### src/rtl/mcg_pkg.sv
package mcg_pkg;

  typedef enum logic [1:0] {
    MODE_NORM = 2'b00,
    MODE_PMM1 = 2'b01,
    MODE_PMM2 = 2'b10
  } mcyc_mode_e;

  function automatic mcyc_mode_e decode_mode(input logic [1:0] sel);
    case (sel)
      2'b00:   decode_mode = MODE_NORM;
      2'b01:   decode_mode = MODE_PMM1;
      default: decode_mode = MODE_PMM2;
    endcase
  endfunction

endpackage

### src/rtl/mcg_cycle_div.sv
module mcg_cycle_div
  import mcg_pkg::*;
#(
  parameter int NORM_LEN = 4,
  parameter int PMM1_LEN = 64,
  parameter int PMM2_LEN = 1024
) (
  input  logic       clk_i,
  input  logic       rst_ni,
  input  logic [1:0] pmm_sel_i,
  output logic       first_o,
  output logic       last_o
);

  localparam int CNT_W = $clog2(PMM2_LEN);
  localparam logic [CNT_W-1:0] NORM_LAST = CNT_W'(NORM_LEN - 1);
  localparam logic [CNT_W-1:0] PMM1_LAST = CNT_W'(PMM1_LEN - 1);
  localparam logic [CNT_W-1:0] PMM2_LAST = CNT_W'(PMM2_LEN - 1);

  logic [CNT_W-1:0] cnt_q;
  logic [CNT_W-1:0] last_val;
  mcyc_mode_e       mode_q;

  always_comb begin
    case (mode_q)
      MODE_NORM: last_val = NORM_LAST;
      MODE_PMM1: last_val = PMM1_LAST;
      default:   last_val = PMM2_LAST;
    endcase
  end

  assign last_o  = (cnt_q == last_val);
  assign first_o = (cnt_q == '0);

  // mode is only sampled at the cycle boundary
  always_ff @(posedge clk_i or negedge rst_ni) begin
    if (!rst_ni) begin
      cnt_q  <= '0;
      mode_q <= MODE_NORM;
    end else if (last_o) begin
      cnt_q  <= '0;
      mode_q <= decode_mode(pmm_sel_i);
    end else begin
      cnt_q  <= cnt_q + 1'b1;
    end
  end

  p_step_r1: assert property (@(posedge clk_i) disable iff (!rst_ni)
    !last_o |=> (cnt_q == $past(cnt_q) + 1'b1));

  p_en_pulse_r1: assert property (@(posedge clk_i) disable iff (!rst_ni)
    last_o |=> !last_o);

  p_wrap_r1: assert property (@(posedge clk_i) disable iff (!rst_ni)
    last_o |=> first_o);

  p_mode_hold_r3: assert property (@(posedge clk_i) disable iff (!rst_ni)
    !last_o |=> $stable(mode_q));

endmodule

### src/rtl/mcg_tmr_presc.sv
module mcg_tmr_presc #(
  parameter int NUM_TMR    = 3,
  parameter int FAST_DIV   = 4,
  parameter int LEGACY_DIV = 12
) (
  input  logic               clk_i,
  input  logic               rst_ni,
  input  logic [NUM_TMR-1:0] tmr_fast_i,
  output logic [NUM_TMR-1:0] tmr_inc_o
);

  localparam int SLOW_MULT = LEGACY_DIV / FAST_DIV;
  localparam int FW = $clog2(FAST_DIV);
  localparam int SW = (SLOW_MULT > 1) ? $clog2(SLOW_MULT) : 1;
  localparam logic [FW-1:0] F_LAST = FW'(FAST_DIV - 1);
  localparam logic [SW-1:0] S_LAST = SW'(SLOW_MULT - 1);

  logic [FW-1:0] fast_q;
  logic [SW-1:0] slow_q;
  logic          fast_tick;
  logic          slow_tick;

  assign fast_tick = (fast_q == F_LAST);
  assign slow_tick = fast_tick && (slow_q == S_LAST);

  always_ff @(posedge clk_i or negedge rst_ni) begin
    if (!rst_ni) begin
      fast_q <= '0;
      slow_q <= '0;
    end else begin
      fast_q <= fast_tick ? '0 : fast_q + 1'b1;
      if (fast_tick) slow_q <= slow_tick ? '0 : slow_q + 1'b1;
    end
  end

  for (genvar i = 0; i < NUM_TMR; i++) begin : g_tmr
    assign tmr_inc_o[i] = tmr_fast_i[i] ? fast_tick : slow_tick;
  end

  p_fast_gap_r9: assert property (@(posedge clk_i) disable iff (!rst_ni)
    fast_tick |=> !fast_tick);

  p_slow_gap_r8: assert property (@(posedge clk_i) disable iff (!rst_ni)
    slow_tick |=> !slow_tick);

endmodule

### src/rtl/mcg_ale_shape.sv
module mcg_ale_shape (
  input  logic clk_i,
  input  logic rst_ni,
  input  logic first_i,
  input  logic force_hi_i,
  output logic ale_o
);

  logic neg_q;

  // half-clock extension: captures first clock on the falling edge
  always_ff @(negedge clk_i or negedge rst_ni) begin
    if (!rst_ni) neg_q <= 1'b0;
    else         neg_q <= first_i;
  end

  assign ale_o = ~rst_ni | force_hi_i | first_i | neg_q;

endmodule

### src/rtl/mcyc_ale_gen.sv
module mcyc_ale_gen #(
  parameter int NORM_LEN   = 4,
  parameter int PMM1_LEN   = 64,
  parameter int PMM2_LEN   = 1024,
  parameter int NUM_TMR    = 3,
  parameter int FAST_DIV   = 4,
  parameter int LEGACY_DIV = 12
) (
  input  logic               clk_i,
  input  logic               rst_ni,
  input  logic [1:0]         pmm_sel_i,
  input  logic [NUM_TMR-1:0] tmr_fast_i,
  input  logic               ale_off_i,
  input  logic               ext_acc_i,
  output logic               mcyc_en_o,
  output logic [NUM_TMR-1:0] tmr_inc_o,
  output logic               ale_o
);

  logic first_w;
  logic last_w;
  logic park_w;

  assign park_w    = ale_off_i & ~ext_acc_i;
  assign mcyc_en_o = last_w;

  mcg_cycle_div #(
    .NORM_LEN(NORM_LEN),
    .PMM1_LEN(PMM1_LEN),
    .PMM2_LEN(PMM2_LEN)
  ) u_div (
    .clk_i    (clk_i),
    .rst_ni   (rst_ni),
    .pmm_sel_i(pmm_sel_i),
    .first_o  (first_w),
    .last_o   (last_w)
  );

  mcg_tmr_presc #(
    .NUM_TMR   (NUM_TMR),
    .FAST_DIV  (FAST_DIV),
    .LEGACY_DIV(LEGACY_DIV)
  ) u_presc (
    .clk_i     (clk_i),
    .rst_ni    (rst_ni),
    .tmr_fast_i(tmr_fast_i),
    .tmr_inc_o (tmr_inc_o)
  );

  mcg_ale_shape u_ale (
    .clk_i     (clk_i),
    .rst_ni    (rst_ni),
    .first_i   (first_w),
    .force_hi_i(park_w),
    .ale_o     (ale_o)
  );

  p_ale_park_r6: assert property (@(posedge clk_i) disable iff (!rst_ni)
    (ale_off_i && !ext_acc_i) |-> ale_o);

  p_ale_start_r4: assert property (@(posedge clk_i) disable iff (!rst_ni)
    mcyc_en_o |=> ale_o);

  p_ale_fall_r4: assert property (@(posedge clk_i) disable iff (!rst_ni)
    ($past(mcyc_en_o, 2) && !(ale_off_i && !ext_acc_i)) |-> !ale_o);

endmodule

### config.mk
export PLATFORM = sky130hd
export DESIGN_NAME = mcyc_ale_gen
export DESIGN_NICKNAME = d
export VERILOG_FILES = /design/src/rtl/mcg_pkg.sv /design/src/rtl/mcg_cycle_div.sv /design/src/rtl/mcg_tmr_presc.sv /design/src/rtl/mcg_ale_shape.sv /design/src/rtl/mcyc_ale_gen.sv
export SDC_FILE = /design/constraint.sdc
export NUM_CORES = 1
export LEC_CHECK = 0
export ABC_AREA = 0
export CAP_MARGIN = 10
export CORE_ASPECT_RATIO = 0.8
export CORE_MARGIN = 5
export CORE_UTILIZATION = 35
export DETAILED_ROUTE_END_ITERATION = 12
export DONT_BUFFER_PORTS = 1
export PLACE_DENSITY_LB_ADDON = 0.1
export RECOVER_POWER = 50
export SETUP_SLACK_MARGIN = 0.5
export SLEW_MARGIN = 20
export SYNTH_ARGS = -nofsm -noshare
export SYNTH_HDL_FRONTEND = slang
export SYNTH_SLANG_ARGS = --single-unit
### constraint.sdc
create_clock -name clk_i -period 3.5 [get_ports clk_i]
set_clock_uncertainty 0.15 [all_clocks]
set_input_delay 0.7 -clock clk_i [delete_from_list [all_inputs] [get_ports clk_i]]
set_output_delay 0.7 -clock clk_i [all_outputs]
set_load 0.1 [all_outputs]
==> results.toml, run 1 <==
[status]
status = "finished, violations left"
violations = "setup timing"

[yosys]
ys_seq_elements = 17
synth_cell_types = 25
synth.area.top_cells = "dfrtp_1, xnor2_1, nor2_1"
synth-async-reset-ratio_pct = 100
synth_area_um2 = 816
ys_seq_area_share_pct = 52.1
yosys.cell_count.top_type = "dfrtp_1"
synth_ff_type = "dfrtp_1"
syn_nets = 88
synthCells = 76
ys_warn_count = 0
synth_common_cells = "dfrtp_1, nor2_1, xnor2_1"
yosys.area.top_type = "dfrtp_1"
avgSynthCellArea_um2 = 10.7
synth.top_cell.area_share_pct = 49.1
synth-edff-count = 0

[die]
die_height_um = 53.2
rows = 15
die_area_um2 = 3400
num_io_pins = 14
initial_utilization_pct = 37.2
fp.dieW_um = 64.0
fp.coreArea_um2 = 2200

[timing]
finalSetupViolCount = 1
hold_viol_final = 0
finalWorstSetupSlack_ns = -0.377
worst_hold_slack_ns = 0.282
tightest_slew_ns = 0.942
rsz0062_at_grt = "true"
drv_slew = 0
relSlewSlack_pct = 37.7

[routing]
wl_per_cell_um = 13.7
dr_total_vias = 537
drcViolationCount = 0
wl_um = 1480
final_antenna_net_count = 0
drtIter0Drc = 5
viasPerCell = 4.97
firstDrtPassIters = 4

[global_route]
grt_max_degree = 17
grt_use_total_pct = 9.49
grt_pass1_wl_um = 2390
grt_overflow = 0
grt_pass1_vias = 501
antenna_found_initial = 0

[min_path]
hold_path_class = "reg -> reg"
min_path_cells = 1
holdPathEnd = "u_presc.fast_q[0]"
min-delay-start = "u_presc.fast_q[0]"

[critical_path]
path_cells = "or4b_4"
cpMaxStageDelayCell = "or4b_4"
critPathKind = "reg -> out"
end_kind = "output port"
start_kind = "flop"
r2r_end = "u_ale.neg_q"
required_ns = 2.65
rr_startpoint = "u_div.cnt_q[0]"
reg2reg_slack_ns = 0.60
cp_data_arrival_time_ns = 3.03
reg2reg_depth = 3
crit_path_max_incr_delay_ns = 0.66
cp_max_fo = 1
crit_family = "simple AND/OR/NAND/NOR gates"
crit_buf_inv = 0

[place]
portBuffers = 0
hpwl_um = 1060
placed_cell_area_um2 = 847
gp_congestion = 0.692

[cts]
clockBufferDepth = 2
cts_tree = "yes"
clock_latency_ns = 0.28
clockRootBuffer = "clkbuf_4"
clkSlewWorstSetupHoldPaths_ns = 0.09
cts_buffers = 3
clock_sinks = 17
htree_levels = 1

[final_layout]
fin_util_pct = 41.6
diodes = 0
final_cell_area_um2 = 913
fillers = 227
nets = 96
layout-drive-gt1-share_pct = 13.3
syn2layout_area_growth_pct = 12.0

[pwr]
p_leak_nw = 0.403
vdd_ir_drop_max_mv = 0.303
p_per_area_nw_per_um2 = 523
power.total_mw = 0.478

[job]
timing.max_cap.violations = 0
-- report_power, final --
| part | total [mW] | internal [mW] | switching [mW] |
|---|---|---|---|
| combinational | 0.0870 | 0.0438 | 0.0432 |
| clock | 0.102 | 0.0443 | 0.0580 |
| sequential | 0.289 | 0.235 | 0.0534 |
-- stage by stage --
| stage | std cells | setup WS (ns) | setup TNS (ns) |
|---|---|---|---|
| final | 108 | -0.377 | -0.377 |
| after floorplan | 76 | -0.0940 | -0.0940 |
| after detailed placement | 101 | -0.100 | -0.100 |
| after CTS | 106 | -0.392 | -0.392 |
| after global placement | 101 | -0.0995 | -0.0995 |
| after global routing | 108 | -0.420 | -0.420 |
-- area by class of cell --
class	count	area (µm²)	area share, %
Clock buffer	4	26.3	2.88
Multi-Input combinational cell	54	375	41.1
Sequential cell	17	425	46.6
Inverter	4	15.0	1.64
Tap cell	25	31.3	3.42
Timing Repair Buffer	4	40.0	4.38
-- metal layers --
layer | GRT usage, % | vias to the layer above | part of all wire, %
met5 | 0 | - | 0
met4 | 3.11 | 0 | 0.88
met3 | 4.46 | 2 | 5.9
met2 | 12.5 | 12 | 43
met1 | 13.3 | 255 | 50
li1 | - | 268 | -
-- timing repair --
action	in CTS	in global routing
resized for setup	1	3
setup buffers	0	2
hold buffers	1	0
endpoints found under the hold margin	16	0
endpoints found under the setup margin	2	3
pin swaps	1	1
-- cells in the final DEF (no fill, tap or decap), types with 2 or more instances in the layout --
cell	n
clkbuf_4	3
ha_1	3
nor2b_1	4
xnor2_1	7
nand3_1	6
and3_1	2
dfrtp_1	16
nor4_2	2
buf_4	2
o21a_1	3
nand2b_1	3
nor2_1	12
nand2_1	2
inv_1	4
-- sequential cells by signal, indices dropped and copies added, names as in the netlist --
signal / flops
u_div.cnt_q: 10
u_div.mode_q: 2
u_presc.fast_q: 2
u_presc.slow_q: 2
u_ale.neg_q: 1
-- worst max-delay path by stage --
stage / cells after the start / slack (ns) / start / endpoint
finish: 1 / -0.38 / u_ale.neg_q / ale_o
global route: 1 / -0.42 / u_ale.neg_q / ale_o
CTS: 1 / -0.39 / u_ale.neg_q / ale_o
detailed placement: 1 / -0.10 / u_ale.neg_q / ale_o
global placement: 1 / -0.1 / u_ale.neg_q / ale_o
floorplan: 1 / -0.09 / u_ale.neg_q / ale_o
-- kinds of logic (layout without fill, tap and decap cells) --
logic type	after synthesis	count (layout)	share of synthesized area, %
compound gates	5	5	4.91
xor+xnor	8	8	8.59
buf+inv	5	12	3.22
flops	17	17	52.1
fa+ha+maj	3	3	4.60
mux	3	3	3.99
simple gates	35	35	22.5
(Power assumes the default switching activity.)
==> run 2, diff against run 1 <==
--- a/config.mk
+++ b/config.mk
@@ -9,10 +9,11 @@
 export CAP_MARGIN = 10
 export CORE_ASPECT_RATIO = 0.8
 export CORE_MARGIN = 5
-export CORE_UTILIZATION = 35
+export CORE_UTILIZATION = 29
 export DETAILED_ROUTE_END_ITERATION = 12
 export DONT_BUFFER_PORTS = 1
-export PLACE_DENSITY_LB_ADDON = 0.1
+export MAX_ROUTING_LAYER = met4
+export PLACE_DENSITY = 0.39
 export RECOVER_POWER = 50
 export SETUP_SLACK_MARGIN = 0.5
 export SLEW_MARGIN = 20
==> run 2 against run 1 <==
  * The flow still finishes with violations (setup timing)
  * First-iteration DRC count grew 140%
  * Critical path depth did not move
  * Via count shrank 1.7%
  * Sequential cell count did not move
  * Sequential share of layout area shrank 0.81 points
  * Clock power about the same
  * Global-route usage is 0.73 points lower
  * Non-clock buffer count did not move
  * Final area grew 1.8%
  * Routed wire length increased by 0.27%
  * Die area rose by 17%
  * Combinational power barely moved
==> results.toml, run 2 (synthesized netlist as in run 1, its figures left out) <==
[die]
die_height_um = 57.4
num_io_pins = 14
die_area_um2 = 3980
fp.coreArea_um2 = 2720
initial_utilization_pct = 30.0
fp.dieW_um = 69.3
rows = 17

[global_route]
busiest_layer = "met2"
grt_pass1_wl_um = 2640
grt_max_degree = 17
met2_usage_pct = 12.5
antenna_found_initial = 0
met1_usage_pct = 10.9
grt_overflow = 0
grt_pass1_vias = 546
grt_use_total_pct = 8.77
met3_usage_pct = 4.93

[final_layout]
layout-drive-gt1-share_pct = 13.3
nets = 96
final_cell_mix = "dfrtp_1, nor2_1, xnor2_1"
largest_reg_flops = 10
diodes = 0
regMostFlops = "u_div.cnt_q"
syn2layout_area_growth_pct = 14.0
final_cell_area_um2 = 930
layout.cells.most_common = "dfrtp_1"

[critical_path]
crit_path_max_incr_delay_ns = 0.69
crit_buf_inv = 0
cp_data_arrival_time_ns = 3.07
crit_family = "simple AND/OR/NAND/NOR gates"
start_kind = "flop"
critPathKind = "reg -> out"
rr_startpoint = "u_div.cnt_q[2]"
path_cells = "or4b_4"
required_ns = 2.65
startpoint = "u_ale.neg_q"
end_kind = "output port"
cp_max_fo = 1
cpMaxStageDelayCell = "or4b_4"

[pwr]
power.switching_mw = 0.155
sw_frac_of_total_pct = 32.4
p_per_area_nw_per_um2 = 515
pwr-share-seq_pct = 59.9
pwr-share-comb_pct = 18.2
power_frac_clock_pct = 21.9
p_int_mw = 0.324
vdd_ir_drop_max_mv = 0.150
p_leak_nw = 0.403

[routing]
drtIter0Drc = 12
dr_total_vias = 528
final_antenna_net_count = 0
drcViolationCount = 0
viasPerCell = 4.36
wl_um = 1480
wl_per_cell_um = 12.2
firstDrtPassIters = 2

[place]
portBuffers = 0
placed_cell_area_um2 = 871
hpwl_um = 1100
gp_congestion = 0.747

[cts]
cts_tree = "yes"
clock_latency_ns = 0.29
clkSlewWorstSetupHoldPaths_ns = 0.10
cts_buffers = 3
htree_levels = 1
clockRootBuffer = "clkbuf_4"
clockBufferDepth = 2
clock_sinks = 17

[timing]
hold_viol_final = 0
finalSetupViolCount = 1
rsz0062_at_grt = "true"
finalWorstSetupSlack_ns = -0.416
fin_tns_setup_ns = -0.416
relSlewSlack_pct = 38.3
drv_slew = 0
tightest_slew_ns = 0.932

[status]
status = "finished, violations left"
violations = "setup timing"

[job]
timing.max_cap.violations = 0

[min_path]
hold_path_class = "reg -> reg"
min-delay-start = "u_presc.fast_q[0]"
run 2: power groups by stage:
stage / Sequential [mW] / Clock (mW) / Combinational [mW]
after floorplan: 0.276 / 0 / 0.0720
after global placement: 0.288 / 0 / 0.0789
after detailed placement: 0.288 / 0 / 0.0800
after CTS: 0.284 / 0.113 / 0.0879
after global routing: 0.294 / 0.119 / 0.0990
final: 0.287 / 0.105 / 0.0872
run 2: area by class of cell:
cell class	instances	area, µm²
fill	306	1790
sequential	17	425
multi-input combinational	54	375
tap	38	47.5
timing repair buffer	4	40.0
clock buffer	4	26.3
inverter	4	15.0
run 2: path summary, 6_finish.rpt:
check | slack [ns] | end | cells past startpoint
worst max-delay path | -0.42 | ale_o | 1
worst min-delay path | 0.28 | u_presc.fast_q[0] | 1
worst max register to register | 0.60 | u_ale.neg_q | 2
worst min register to register | 0.28 | u_presc.fast_q[0] | 1
max in group asynchronous | 1.52 | u_ale.neg_q | 0
min in group asynchronous | 0.76 | u_presc.slow_q[1] | 1
run 2: per-stage QoR:
step	instances	setup WS [ns]	power (mW)	hold WS (ns)	utilization [%]
after CTS	121	-0.433	0.485	0.283	34.0
after floorplan	76	-0.0940	0.348	0.253	-
after global placement	115	-0.0999	0.367	0.255	32.0
after global routing	121	-0.454	0.512	0.306	34.1
final	121	-0.416	0.479	0.279	34.1
after detailed placement	115	-0.104	0.368	0.255	32.0
run 2: timing repair:
action	CTS	global route
cloned	0	0
buffers inserted	1	0
hold buffers	1	0
gates resized for setup	2	3
setup endpoints to repair	3	3
hold endpoints to repair	16	0
pin swaps	1	0
run 2: routing by layer:
layer	wire length (µm)	up-vias
met5	0	-
met4	14	0
met3	85	2
met2	628	11
met1	752	246
li1	-	269
